`config.mk`:
```
export PLATFORM = sky130hd
export DESIGN_NAME = gpio_irq_ctrl
export DESIGN_NICKNAME = d
export VERILOG_FILES = /design/src/rtl/gpio_irq_pkg.sv /design/src/rtl/gpio_pin_cell.sv /design/src/rtl/gpio_debounce.sv /design/src/rtl/gpio_irq_ctrl.sv
export SDC_FILE = /design/constraint.sdc
export NUM_CORES = 1
export LEC_CHECK = 0
export BUFFER_PORTS_ARGS = -buffer_cell sky130_fd_sc_hd__buf_4
export CAP_MARGIN = 15
export CORE_AREA = 5 5 60 75
export CTS_CLUSTER_DIAMETER = 100
export DETAILED_ROUTE_END_ITERATION = 16
export DIE_AREA = 0 0 65 80
export SYNTH_ARGS = -nofsm -noshare
export SYNTH_HDL_FRONTEND = slang
export SYNTH_SLANG_ARGS = --single-unit
```
`constraint.sdc`:
```
create_clock -name clk_i -period 3.6 [get_ports clk_i]
set_clock_uncertainty 0.1 [all_clocks]
set_input_delay 0.72 -clock clk_i [delete_from_list [all_inputs] [get_ports clk_i]]
set_output_delay 0.72 -clock clk_i [all_outputs]
set_load 0.02 [all_outputs]
```
`src/rtl/gpio_irq_pkg.sv`:
```
package gpio_irq_pkg;
  localparam int unsigned CFG_W   = 3;
  localparam int unsigned REG_W   = 8;
  localparam int unsigned FILT_EN_BIT = 3;

  typedef struct packed {
    logic irq_en;  // bit 2
    logic inv;     // bit 1
    logic dir_in;  // bit 0
  } pin_cfg_t;

  localparam pin_cfg_t CFG_RESET = '{irq_en: 1'b0, inv: 1'b0, dir_in: 1'b1};
endpackage

```
`src/rtl/gpio_pin_cell.sv`:
```
module gpio_pin_cell
  import gpio_irq_pkg::*;
#(
  parameter int unsigned SYNC_STAGES = 2
) (
  input  logic     clk_i,
  input  logic     rst_ni,
  input  logic     wr_i,
  input  pin_cfg_t wcfg_i,
  input  logic     data_i,
  input  logic     pin_i,
  output logic     pin_o,
  output logic     pin_oe_o,
  output pin_cfg_t cfg_o,
  output logic     level_o,
  output logic     irq_req_o
);
  pin_cfg_t cfg_q;
  logic [SYNC_STAGES-1:0] sync_q;

  always_ff @(posedge clk_i or negedge rst_ni) begin
    if (!rst_ni) cfg_q <= CFG_RESET;
    else if (wr_i) cfg_q <= wcfg_i;
  end

  generate
    if (SYNC_STAGES == 1) begin : g_sync1
      always_ff @(posedge clk_i or negedge rst_ni) begin
        if (!rst_ni) sync_q <= '0;
        else sync_q <= pin_i;
      end
    end else begin : g_syncn
      always_ff @(posedge clk_i or negedge rst_ni) begin
        if (!rst_ni) sync_q <= '0;
        else sync_q <= {sync_q[SYNC_STAGES-2:0], pin_i};
      end
    end
  endgenerate

  assign cfg_o     = cfg_q;
  assign level_o   = sync_q[SYNC_STAGES-1] ^ cfg_q.inv;
  assign pin_oe_o  = ~cfg_q.dir_in;
  assign pin_o     = data_i ^ cfg_q.inv;
  assign irq_req_o = cfg_q.dir_in & cfg_q.irq_en & level_o;

  assert_cfg_write_R2: assert property (@(posedge clk_i) disable iff (!rst_ni)
    wr_i |=> (pin_oe_o == ~$past(wcfg_i.dir_in)));
  assert_out_no_irq_R9: assert property (@(posedge clk_i) disable iff (!rst_ni)
    pin_oe_o |-> !irq_req_o);
endmodule

```
`src/rtl/gpio_debounce.sv`:
```
module gpio_debounce #(
  parameter int unsigned DEB_TICKS = 2
) (
  input  logic clk_i,
  input  logic rst_ni,
  input  logic tick_i,
  input  logic raw_i,
  output logic filt_o
);
  localparam int unsigned CW = $clog2(DEB_TICKS + 1);
  localparam logic [CW-1:0] LAST = CW'(DEB_TICKS - 1);

  logic [CW-1:0] cnt_q;
  logic          filt_q;

  always_ff @(posedge clk_i or negedge rst_ni) begin
    if (!rst_ni) begin
      cnt_q  <= '0;
      filt_q <= 1'b0;
    end else if (raw_i == filt_q) begin
      cnt_q <= '0;
    end else if (tick_i) begin
      if (cnt_q == LAST) begin
        filt_q <= raw_i;
        cnt_q  <= '0;
      end else begin
        cnt_q <= cnt_q + 1'b1;
      end
    end
  end

  assign filt_o = filt_q;

  assert_filt_tick_only_R7: assert property (@(posedge clk_i) disable iff (!rst_ni)
    !tick_i |=> $stable(filt_q));
  assert_filt_toward_raw_R8: assert property (@(posedge clk_i) disable iff (!rst_ni)
    (tick_i && raw_i == filt_q) |=> $stable(filt_q));
  assert_cnt_bound_R7: assert property (@(posedge clk_i) disable iff (!rst_ni)
    cnt_q < CW'(DEB_TICKS));
endmodule

```
`src/rtl/gpio_irq_ctrl.sv`:
```
module gpio_irq_ctrl
  import gpio_irq_pkg::*;
#(
  parameter int unsigned NUM_PINS    = 4,
  parameter int unsigned AW          = 4,
  parameter int unsigned DEB_TICKS   = 2,
  parameter int unsigned SYNC_STAGES = 2
) (
  input  logic                clk_i,
  input  logic                rst_ni,
  input  logic                wr_en_i,
  input  logic [AW-1:0]       addr_i,
  input  logic [REG_W-1:0]    wdata_i,
  output logic [REG_W-1:0]    rdata_o,
  input  logic                tick_i,
  input  logic [NUM_PINS-1:0] pin_i,
  output logic [NUM_PINS-1:0] pin_o,
  output logic [NUM_PINS-1:0] pin_oe_o,
  output logic                irq_o
);
  localparam logic [AW-1:0] FILT_ADDR = AW'(NUM_PINS);
  localparam logic [AW-1:0] DATA_ADDR = AW'(NUM_PINS + 1);

  pin_cfg_t            cfg   [NUM_PINS];
  logic [NUM_PINS-1:0] level, req;
  logic [NUM_PINS-1:0] data_q;
  logic                filt_en_q;
  logic                raw_irq, filt_irq;

  always_ff @(posedge clk_i or negedge rst_ni) begin
    if (!rst_ni) begin
      data_q    <= '0;
      filt_en_q <= 1'b0;
    end else if (wr_en_i) begin
      if (addr_i == DATA_ADDR) data_q <= wdata_i[NUM_PINS-1:0];
      if (addr_i == FILT_ADDR) filt_en_q <= wdata_i[FILT_EN_BIT];
    end
  end

  generate
    for (genvar i = 0; i < NUM_PINS; i++) begin : g_pin
      gpio_pin_cell #(.SYNC_STAGES(SYNC_STAGES)) u_cell (
        .clk_i    (clk_i),
        .rst_ni   (rst_ni),
        .wr_i     (wr_en_i && addr_i == AW'(i)),
        .wcfg_i   (pin_cfg_t'(wdata_i[CFG_W-1:0])),
        .data_i   (data_q[i]),
        .pin_i    (pin_i[i]),
        .pin_o    (pin_o[i]),
        .pin_oe_o (pin_oe_o[i]),
        .cfg_o    (cfg[i]),
        .level_o  (level[i]),
        .irq_req_o(req[i])
      );
    end
  endgenerate

  assign raw_irq = |req;

  gpio_debounce #(.DEB_TICKS(DEB_TICKS)) u_deb (
    .clk_i (clk_i),
    .rst_ni(rst_ni),
    .tick_i(tick_i),
    .raw_i (raw_irq),
    .filt_o(filt_irq)
  );

  assign irq_o = filt_en_q ? filt_irq : raw_irq;

  always_comb begin
    rdata_o = '0;
    if (addr_i < FILT_ADDR) begin
      for (int i = 0; i < NUM_PINS; i++)
        if (addr_i == AW'(i)) rdata_o[CFG_W-1:0] = cfg[i];
    end else if (addr_i == FILT_ADDR) begin
      rdata_o[FILT_EN_BIT] = filt_en_q;
    end else if (addr_i == DATA_ADDR) begin
      for (int i = 0; i < NUM_PINS; i++)
        rdata_o[i] = cfg[i].dir_in ? level[i] : data_q[i];
    end
  end

  assert_bypass_src_R6: assert property (@(posedge clk_i) disable iff (!rst_ni)
    (!filt_en_q && irq_o) |-> (|(~pin_oe_o)));
  assert_filt_ctrl_rsvd_R5: assert property (@(posedge clk_i) disable iff (!rst_ni)
    (addr_i == FILT_ADDR) |-> (rdata_o[REG_W-1:FILT_EN_BIT+1] == '0 &&
                                rdata_o[FILT_EN_BIT-1:0] == '0));
endmodule

```
==> results.md, run 1 <==
- Outcome: finished, final reports clean
- Seq/Total Area, Yosys: 0.494
- Worst hold slack: 0.242 ns
- Total die area: 5200 um^2
- Clk root buf: clkbuf_8
- Largest net degree at the start of global routing: 29
- First-pass iteration count of the detailed router: 3
- Finished Cell Area: approximately 1700 um^2
- First-pass GRT wire length: 4440 um
- Most common cell after layout, fill and taps aside: buf_4
- Dpl ws: 0.947 ns
- Yosys top cell by area: dfrtp_1
- GRT overflow: 0
- Seq. cell area: 706 um^2
- CTS tree: done
- GRT Resource Usage Total: 0.111
- Area grow syn2layout: 16.6%
- GR peak layer: met2
- Critical path type: reg2out
- Sum Neg Setup Slack: 0 ns
- Cells on worst reg2reg path: 4
- Final hold vios: 0
- Clock share of power: 0.246
- Cell Area, Synth: about 1400 um^2
- Startpoint Class: flop
- Most frequent cells in the layout: buf_4 (28), dfrtp_1 (24), nand2_1 (14), mux2_2 (14), nor2_1 (8)
- Max Cap Viol: 0
- Max-slew violation count: 0
- Fin crit share: 0.752
- Int Pwr: ~0.00069 W
- Post-CTS Hold Fix Bufs: 0
- Distinct cells, synth: 26
- Fill count: 361
- Switching share of power: 0.307
- Setup Viol. Count Final: 0
- Clock buffer depth: 2
- CTS Sinks: 28
- Leak pwr: 0.761 nW
- IO Port Bufs: 28
- Die width: 65 um
- Final Net Count: 164
- Yosys top cell area share: 0.421
- Synth Register Bits: 28
- Worst-skew pair later-pin latency: between 0.2 and 0.3 ns
- Via count: a little under 900
- # diodes: 0
- Met1 GRT Util: 0.123
- Hpwl dp: between 2000 and 2500 um
- Syn Area/Cell: roughly 12 um^2
- Gate Count Post-Synth: 122
- Net Sw Power: 0.000308 W
- Vias in the first global route: between 900 and 1,000
- Number of buffers created by CTS: 3
- Share of cells above drive strength 1: 0.406
- Period minus WS final: 2.71 ns
- Met3 usage: 0.0225
- Via/cell ratio: 4.79
- Flop pwr share: 0.435
- FP Rows: 25
- Final Wtd Congestion: 0.834
- Fmax: between 300 and 400 MHz
- Maximum vdd ir drop: 0.254 mV
- Initial Utilization: 0.384
- Comb pwr share: 0.319
- Req. time, crit path: 2.78 ns
- Die Y: 80 um
- Detailed Route Iter0 Violations: 11
- Post-CTS setup buffers: 0
- Final wirelength: around 2700 um
- Power per Cell Area: 602 nW/um^2
- CP endpoint kind: primary output
- Drt wl/cell: 14.6 um
- Crit-path max FO: 4
- Met2 usage: 0.204
- Core Footprint: 3720 um^2
- Final ANT Viol Nets: 0
- Resize count post-CTS: 0
- HP Class: in2async
- I/O pin count: 37
- Syn. warnings: 0
- Initial antenna violation count: 0
- Cell Area, Placed: 1590 um^2
- RSZ-0062 raised after global routing: false
- Area contributors post-synth: dfrtp_1 (42%), mux2_2 (11%), dfstp_2 (7.4%), buf_4 (6.3%), mux4_2 (4.7%)
- Final setup margin: 0.893 ns
- Drt drc: 0
- CP Data Arrival Time: between 1.5 and 2 ns
- H-tree Lvls: 1
- CTS clock-pin slew for the worst setup and hold paths: 0.10 ns
- Area of the multi-input gates: slightly above 600 um^2
[metrics by stage]
step / cells / utilization / power, W
finish: 183 / 0.447 / 0.00100
global route: 183 / 0.447 / 0.00106
CTS: 183 / 0.447 / 0.00102
detailed placement: 179 / 0.428 / 0.000768
global placement: 179 / 0.428 / 0.000760
floorplan: 125 / - / 0.000690
[power by group through the flow]
stage	sequential, W	combinational [W]	clock [W]
after floorplan	0.000425	0.000265	0
after global placement	0.000440	0.000320	0
after detailed placement	0.000443	0.000325	0
after CTS	0.000437	0.000326	0.000255
after global routing	0.000445	0.000349	0.000267
final	0.000436	0.000320	0.000247
[cell families (layout without fill, tap and decap cells)]
kind of cell,count (synthesis),in the layout,synth area share
DFF,28,28,0.494
AOI/OAI and AO/OA,11,11,0.0438
muxes,23,23,0.210
and+or+nand+nor,32,32,0.109
buffers and inverters,18,36,0.0850
xor gates and xnor gates,9,9,0.0552
other,1,4,0.00263
[final timing paths]
path / startpoint / end / slack (ns)
worst max-delay path: g_pin[1].u_cell.cfg_o[1] / irq_o / 0.89
worst min-delay path: rst_ni / g_pin[2].u_cell.sync_q[0] / 0.24
worst max register to register: g_pin[1].u_cell.cfg_o[1] / u_deb.filt_o / 1.94
worst min register to register: g_pin[1].u_cell.sync_q[0] / g_pin[1].u_cell.sync_q[1] / 0.26
max in group asynchronous: rst_ni / g_pin[1].u_cell.cfg_o[0] / 2.84
min in group clk_i: g_pin[1].u_cell.sync_q[0] / g_pin[1].u_cell.sync_q[1] / 0.26
[cell type report]
type | instances | area share
Sequential cell | 28 | 0.424
Multi-Input combinational cell | 79 | 0.368
Timing Repair Buffer | 28 | 0.126
Tap cell | 40 | 0.0301
Clock buffer | 3 | 0.0248
Clock inverter | 1 | 0.0180
Inverter | 4 | 0.00902
[cell usage after synthesis (all sizes together)]
master   n
nor3b    1
nand2b   1
nand2   14
nand3    2
mux2    17
xor2     5
nor2     8
mux2i    3
nor3     1
or3b     2
o22a     1
dfstp    4
o221ai   1
o21ai    5
dfrtp   24
mux4     3
xnor2    4
nand3b   2
conb     1
buf     14
nor2b    1
inv      4
a21oi    4
[critical path, stage by stage (launching register included)]
cell      delay, ns
dfrtp_1        0.44
xnor2_1        0.26
o22a_1         0.20
o221ai_1       0.22
mux2_2         0.34
buf_4          0.16
[routing by layer]
layer	routed length, um	part of all wire	up-vias
li1	-	-	437
met1	1050	0.39	416
met2	1430	0.54	19
met3	145	0.054	5
met4	46	0.017	0
met5	0	0	-
[sequential cells by signal (all words and copies together) (netlist names)]
name and count:
data_q 4, u_deb.cnt_q 2, u_deb.filt_o 1, filt_en_q 1, g_pin.u_cell.cfg_o 12, g_pin.u_cell.sync_q 8
No activity file was read; power rests on OpenSTA's default activity.
==> run 2: changes to the inputs <==
==> constraint.sdc (replaced) <==
create_clock -name clk_i -period 2.3 [get_ports clk_i]
set_clock_uncertainty 0.1 [all_clocks]
set_input_delay 0.46 -clock clk_i [delete_from_list [all_inputs] [get_ports clk_i]]
set_output_delay 0.46 -clock clk_i [all_outputs]
set_load 0.02 [all_outputs]
==> run 2 against run 1 <==
Final area grew 5.9%. Sequential power grew 59%. Register-to-register slack got worse by 1.1 ns. Sequential share of layout area decreased by 2.2 points. Final cell count grew 2.7%. Combinational power increased by 82%. Setup slack worse by 0.84 ns. Core utilization is 2.6 points higher. First-iteration DRC count grew to 3.6 times the previous value. Routed wire length increased by 9.1%. Critical path type unchanged. Largest cell class unchanged. Largest power group unchanged.
==> results.md, run 2 (same netlist as run 1, synthesis figures left out) <==
- Reg-to-Reg End: u_deb.filt_o
- Via/cell ratio: 5.06
- Clock share of power: 0.231
- Outcome: finished, final reports clean
- Fmax: 444 MHz
- # diodes: 0
- Final hold vios: 0
- Final Net Count: 169
- Leak pwr: about 0.81 nW
- HP Class: in2reg
- I/O pin count: 37
- Final Wtd Congestion: 0.850
- Int Pwr: around 0.0011 W
- Hold path endpoint: g_pin[2].u_cell.sync_q[0]
- Core Footprint: 3720 um^2
- Flop pwr share: 0.417
- Clk root buf: clkbuf_8
- Cells on worst reg2reg path: 4
- GRT overflow: 0
- Worst path slowest cell: dfrtp_2
- Via count: ~950
- CTS Sinks: 28
- Most common cell after layout, fill and taps aside: buf_4
- Die Y: 80 um
- First-pass GRT wire length: 4640 um
- Placed cells: 180
- Most frequent cells in the layout: buf_4 (31), dfrtp_1 (22), nand2_1 (14)
- CP max stage delay: 0.45 ns
- Final Core Density: 0.473
- Worst-Margin Slew: 0.504 ns
- Max FFs per register: 12
- Reg2reg setup slack: 0.82 ns
- Total die area: 5200 um^2
- CP endpoint kind: primary output
- Die width: between 60 and 70 um
- Drt wl/cell: 15.5 um
- Final ANT Viol Nets: 0
- CTS clock-pin slew for the worst setup and hold paths: 0.09 ns
- Worst hold start: pin_i[2]
- Switching share of power: 0.312
- Period minus WS final: approximately 2.3 ns
- Hold path depth: 1
- Max-slew violation count: 0
- Maximum vdd ir drop: about 0.46 mV
- IO Port Bufs: 28
- Critical path type: reg2out
- Net Sw Power: 0.000519 W
- FP Rows: 25
- Comb pwr share: 0.351
- Number of buffers created by CTS: 3
- First-pass iteration count of the detailed router: 4
- Max Cap Viol: 0
- Worst path bufs/invs: 1
- Power per Cell Area: 943 nW/um^2
- Non-filler cells, final: 188
- Delay-heaviest family, CP: flip-flops
- Worst hold slack: around 0.19 ns
- Clock buffer depth: 2
- H-tree Lvls: 1
- Drt drc: 0
- Largest net degree at the start of global routing: 29
- Worst-skew pair later-pin latency: approximately 0.27 ns
- Vias in the first global route: 934
- Share of cells above drive strength 1: 0.466
- Req. time, crit path: 1.74 ns
- CTS tree: done
- Startpoint Class: flop
- Initial Utilization: 0.384
- Hpwl dp: 2280 um
- Worst path depth: 5
- Reg2reg start: g_pin[0].u_cell.cfg_o[1]
- Setup Viol. Count Final: 0
- Crit-path max FO: 4
- GRT Resource Usage Total: 0.116
- CP cell instances: xnor2_2 -> o22a_1 -> o221ai_4 -> mux2_4 -> buf_6
- Slew headroom: 0.661
- Fin crit share: 0.978
- Initial antenna violation count: 0
- CP Data Arrival Time: ~1.7 ns
- Final wirelength: 2910 um
- Detailed Route Iter0 Violations: 40
- Area grow syn2layout: 23.4%
==> run 2: power groups by stage <==
stage	Sequential (W)	Combinational, W	Clock (W)
floorplan	0.000665	0.000415	0
global placement	0.000689	0.000502	0
detailed placement	0.000696	0.000513	0
CTS	0.000687	0.000523	0.000391
global route	0.000708	0.000627	0.000416
finish	0.000694	0.000584	0.000385
==> run 2: cell type report <==
cell class              instances  area [um^2]
repair buffers                 33          254
inverters                       4         15.0
well taps                      40         50.0
clock inverters                 1         30.0
multi-input cells              79          663
clock buffers                   3         41.3
fillers                       358         1960
flip-flops and latches         28          708
==> run 2: worst max path at each step <==
stage | start | to
detailed placement | g_pin[1].u_cell.cfg_o[1] | irq_o
floorplan | addr_i[1] | rdata_o[0]
finish | g_pin[0].u_cell.cfg_o[1] | irq_o
global placement | g_pin[1].u_cell.cfg_o[1] | irq_o
CTS | g_pin[1].u_cell.cfg_o[1] | irq_o
global route | g_pin[0].u_cell.cfg_o[1] | irq_o
==> run 2: stage by stage <==
stage                     total power, W  setup WS [ns]  TNS, ns  cell area [um^2]
after floorplan                  0.00108          0.227        0              1440
after global placement           0.00119          0.222        0              1600
after detailed placement         0.00121          0.196        0              1600
after CTS                        0.00160        0.00686        0              1690
after global routing             0.00175        -0.0105  -0.0105              1760
final                            0.00166         0.0496        0              1760
==> run 2: metal layers <==
| layer | GRT usage | part of all wire | routed length [um] | up-vias |
|---|---|---|---|---|
| met1 | 0.129 | 0.37 | 1070 | 476 |
| met4 | 0.0381 | 0.012 | 36 | 0 |
| met3 | 0.0254 | 0.045 | 130 | 4 |
| met5 | 0 | 0 | 0 | - |
| li1 | - | - | - | 449 |
| met2 | 0.216 | 0.57 | 1670 | 23 |
==> run 2: worst reg2reg max path: stages (launching register included) <==
cell and delay, ns:
dfrtp_2 0.45, xnor2_2 0.21, o22a_1 0.20, o221ai_4 0.13, mux2_2 0.28
==> run 2: timing repair <==
action	CTS	global route
pin swaps	1	2
endpoints found under the hold margin	3	0
endpoints found under the setup margin	1	1
gates resized for setup	1	9
hold buffers	1	0
buffers inserted	0	3
==> run 3: changes to the inputs <==
--- a/config.mk
+++ b/config.mk
@@ -7,10 +7,13 @@
 export LEC_CHECK = 0
 export BUFFER_PORTS_ARGS = -buffer_cell sky130_fd_sc_hd__buf_4
 export CAP_MARGIN = 15
-export CORE_AREA = 5 5 60 75
+export CELL_PAD_IN_SITES_DETAIL_PLACEMENT = 1
+export CELL_PAD_IN_SITES_GLOBAL_PLACEMENT = 1
+export CORE_AREA = 5 5 63 79
 export CTS_CLUSTER_DIAMETER = 100
 export DETAILED_ROUTE_END_ITERATION = 16
-export DIE_AREA = 0 0 65 80
+export DIE_AREA = 0 0 68 84
+export PLACE_DENSITY_LB_ADDON = 0.1
 export SYNTH_ARGS = -nofsm -noshare
 export SYNTH_HDL_FRONTEND = slang
 export SYNTH_SLANG_ARGS = --single-unit
==> run 3 against run 2 <==
Setup slack improved by 0.054 ns. Critical path type unchanged. Maximum frequency up 2.5%. Via count fell by 1.8%. Largest cell class unchanged. Combinational power down 6.2%. Total power shrank 2.3%. Non-clock buffer count grew 1. Register-to-register slack lost 0.07 ns. Flip-flop and latch count is the same. Sequential share of layout area increased by 0.086 points. Count of clock-buffer cells in the layout unchanged.
==> results.md, run 3 (same netlist as run 1, synthesis figures left out) <==
- Outcome: finished, final reports clean
- Routed wl met3: 106 um
- H-tree Lvls: 1
- Max Cap Viol: 0
- Final Net Count: between 150 and 200
- Period minus WS final: 2.20 ns
- Switching share of power: 0.312
- Worst hold start: pin_i[2]
- Reg2reg start: g_pin[1].u_cell.cfg_o[1]
- Final Core Density: 0.416
- Initial Utilization: 0.338
- Flop pwr share: 0.421
- GRT overflow: 0
- Via/cell ratio: 4.52
- Final Wtd Congestion: 0.779
- Non-filler cells, final: between 200 and 250
- Clock share of power: 0.242
- Final ANT Viol Nets: 0
- Max FFs per register: 12
- Fin crit share: 0.955
- CTS clock-pin slew for the worst setup and hold paths: 0.09 ns
- Final setup margin: a little over 0.1 ns
- CP endpoint kind: primary output
- Drt drc: 0
- Metal1 wirelength: 1200 um
- Number of buffers created by CTS: 3
- Total die area: 5710 um^2
- Die width: between 60 and 70 um
- Power per Cell Area: slightly above 900 nW/um^2
- First-pass GRT wire length: 5310 um
- Req. time, crit path: roughly 1.7 ns
- Fmax: about 460 MHz
- # diodes: 0
- Critical path type: reg2out
- Area grow syn2layout: 23.1%
- Worst-skew pair later-pin latency: 0.28 ns
- Final hold vios: 0
- Largest net degree at the start of global routing: 29
- Initial antenna violation count: 0
- Hpwl dp: 2360 um
- Most frequent cells in the layout: buf_4 (33), dfrtp_1 (22), nand2_1 (14), mux2_2 (14), nor2_1 (8)
- Max layer used: met4
- Via count: 935
- Crit-path max FO: 2
- Drt wl/cell: approximately 15 um
- Placed cells: 200
- Max-slew violation count: 0
- Setup Viol. Count Final: 0
- Sum Neg Setup Slack: 0 ns
- Share of cells above drive strength 1: 0.456
- Die Y: 84 um
- Leak pwr: 0.801 nW
- I/O pin count: 37
- Clock buffer depth: 2
- Clk root buf: clkbuf_8
- Maximum vdd ir drop: 0.425 mV
- CTS tree: done
- HP Class: in2reg
- Comb pwr share: 0.337
- RSZ-0062 raised after global routing: false
- Dpl ws: 0.281 ns
- Detailed Route Iter0 Violations: 12
- Most common cell after layout, fill and taps aside: buf_4
- Core Footprint: roughly 4200 um^2
- GRT Resource Usage Total: 0.125
- Net Sw Power: 0.000506 W
- FP Rows: 27
- Crit path launch: g_pin[1].u_cell.cfg_o[1]
- Vias in the first global route: 1,095
- CP Data Arrival Time: 1.64 ns
- WL met2: around 1700 um
- Startpoint Class: flop
- IO Port Bufs: 28
- Final wirelength: 3060 um
- CTS Sinks: 28
- First-pass iteration count of the detailed router: 3
- Int Pwr: around 0.0011 W
[run 3: cell count changes in the layout (fill, tap and decap cells not counted)]
cell,before,now
xnor2_2,4,2
buf_6,1,0
xnor2_1,0,2
mux2_2,13,14
o221ai_4,1,0
o221ai_2,0,1
buf_4,31,33
mux2_4,4,3
[run 3: through the flow]
step	area (um^2)	hold slack, ns	power, W
2_1_floorplan	1440	0.0644	0.00108
3_3_place_gp	1640	0.234	0.00121
3_5_place_dp	1640	0.236	0.00122
4_1_cts	1730	0.175	0.00163
5_1_grt	1760	0.163	0.00172
6_report	1760	0.183	0.00162
[run 3: routing by layer]
| metal | vias up | GRT usage |
|---|---|---|
| li1 | 454 | - |
| met1 | 459 | 0.146 |
| met2 | 17 | 0.218 |
| met3 | 5 | 0.0216 |
| met4 | 0 | 0.0488 |
| met5 | - | 0 |
[run 3: critical path: stages, from the launching register on]
cell	delay [ns]
dfrtp_2	0.44
xnor2_2	0.19
o22a_1	0.20
o221ai_2	0.10
mux2_2	0.28
buf_4	0.15
[run 3: cell type report]
class | instances | area (um^2)
Timing Repair Buffer | 34 | 258
Clock inverter | 1 | 30.0
Tap cell | 58 | 72.6
Clock buffer | 3 | 41.3
Inverter | 4 | 15.0
Multi-Input combinational cell | 79 | 633
Fill cell | 453 | 2460
Sequential cell | 28 | 708
[run 3: worst paths after layout]
check / end / slack, ns / cells after the start
setup reg to reg: u_deb.filt_o / 0.75 / 5
min in group asynchronous: u_deb.filt_o / 0.53 / 2
hold / removal: g_pin[2].u_cell.sync_q[0] / 0.18 / 1
hold reg to reg: g_pin[3].u_cell.sync_q[1] / 0.26 / 0
setup / recovery: irq_o / 0.10 / 5
max in group asynchronous: g_pin[2].u_cell.cfg_o[0] / 1.26 / 2
[run 3: what timing repair did]
action,CTS,global route
resized for setup,2,3
endpoints found under the hold margin,24,0
setup endpoints to repair,1,1
hold buffers,1,0
setup buffers,0,2
[run 3: power groups by stage]
stage / sequential (W) / clock (W) / combinational (W)
finish: 0.000684 / 0.000393 / 0.000548
global route: 0.000700 / 0.000423 / 0.000600
CTS: 0.000692 / 0.000404 / 0.000533
detailed placement: 0.000698 / 0 / 0.000523
global placement: 0.000695 / 0 / 0.000513
floorplan: 0.000665 / 0 / 0.000415
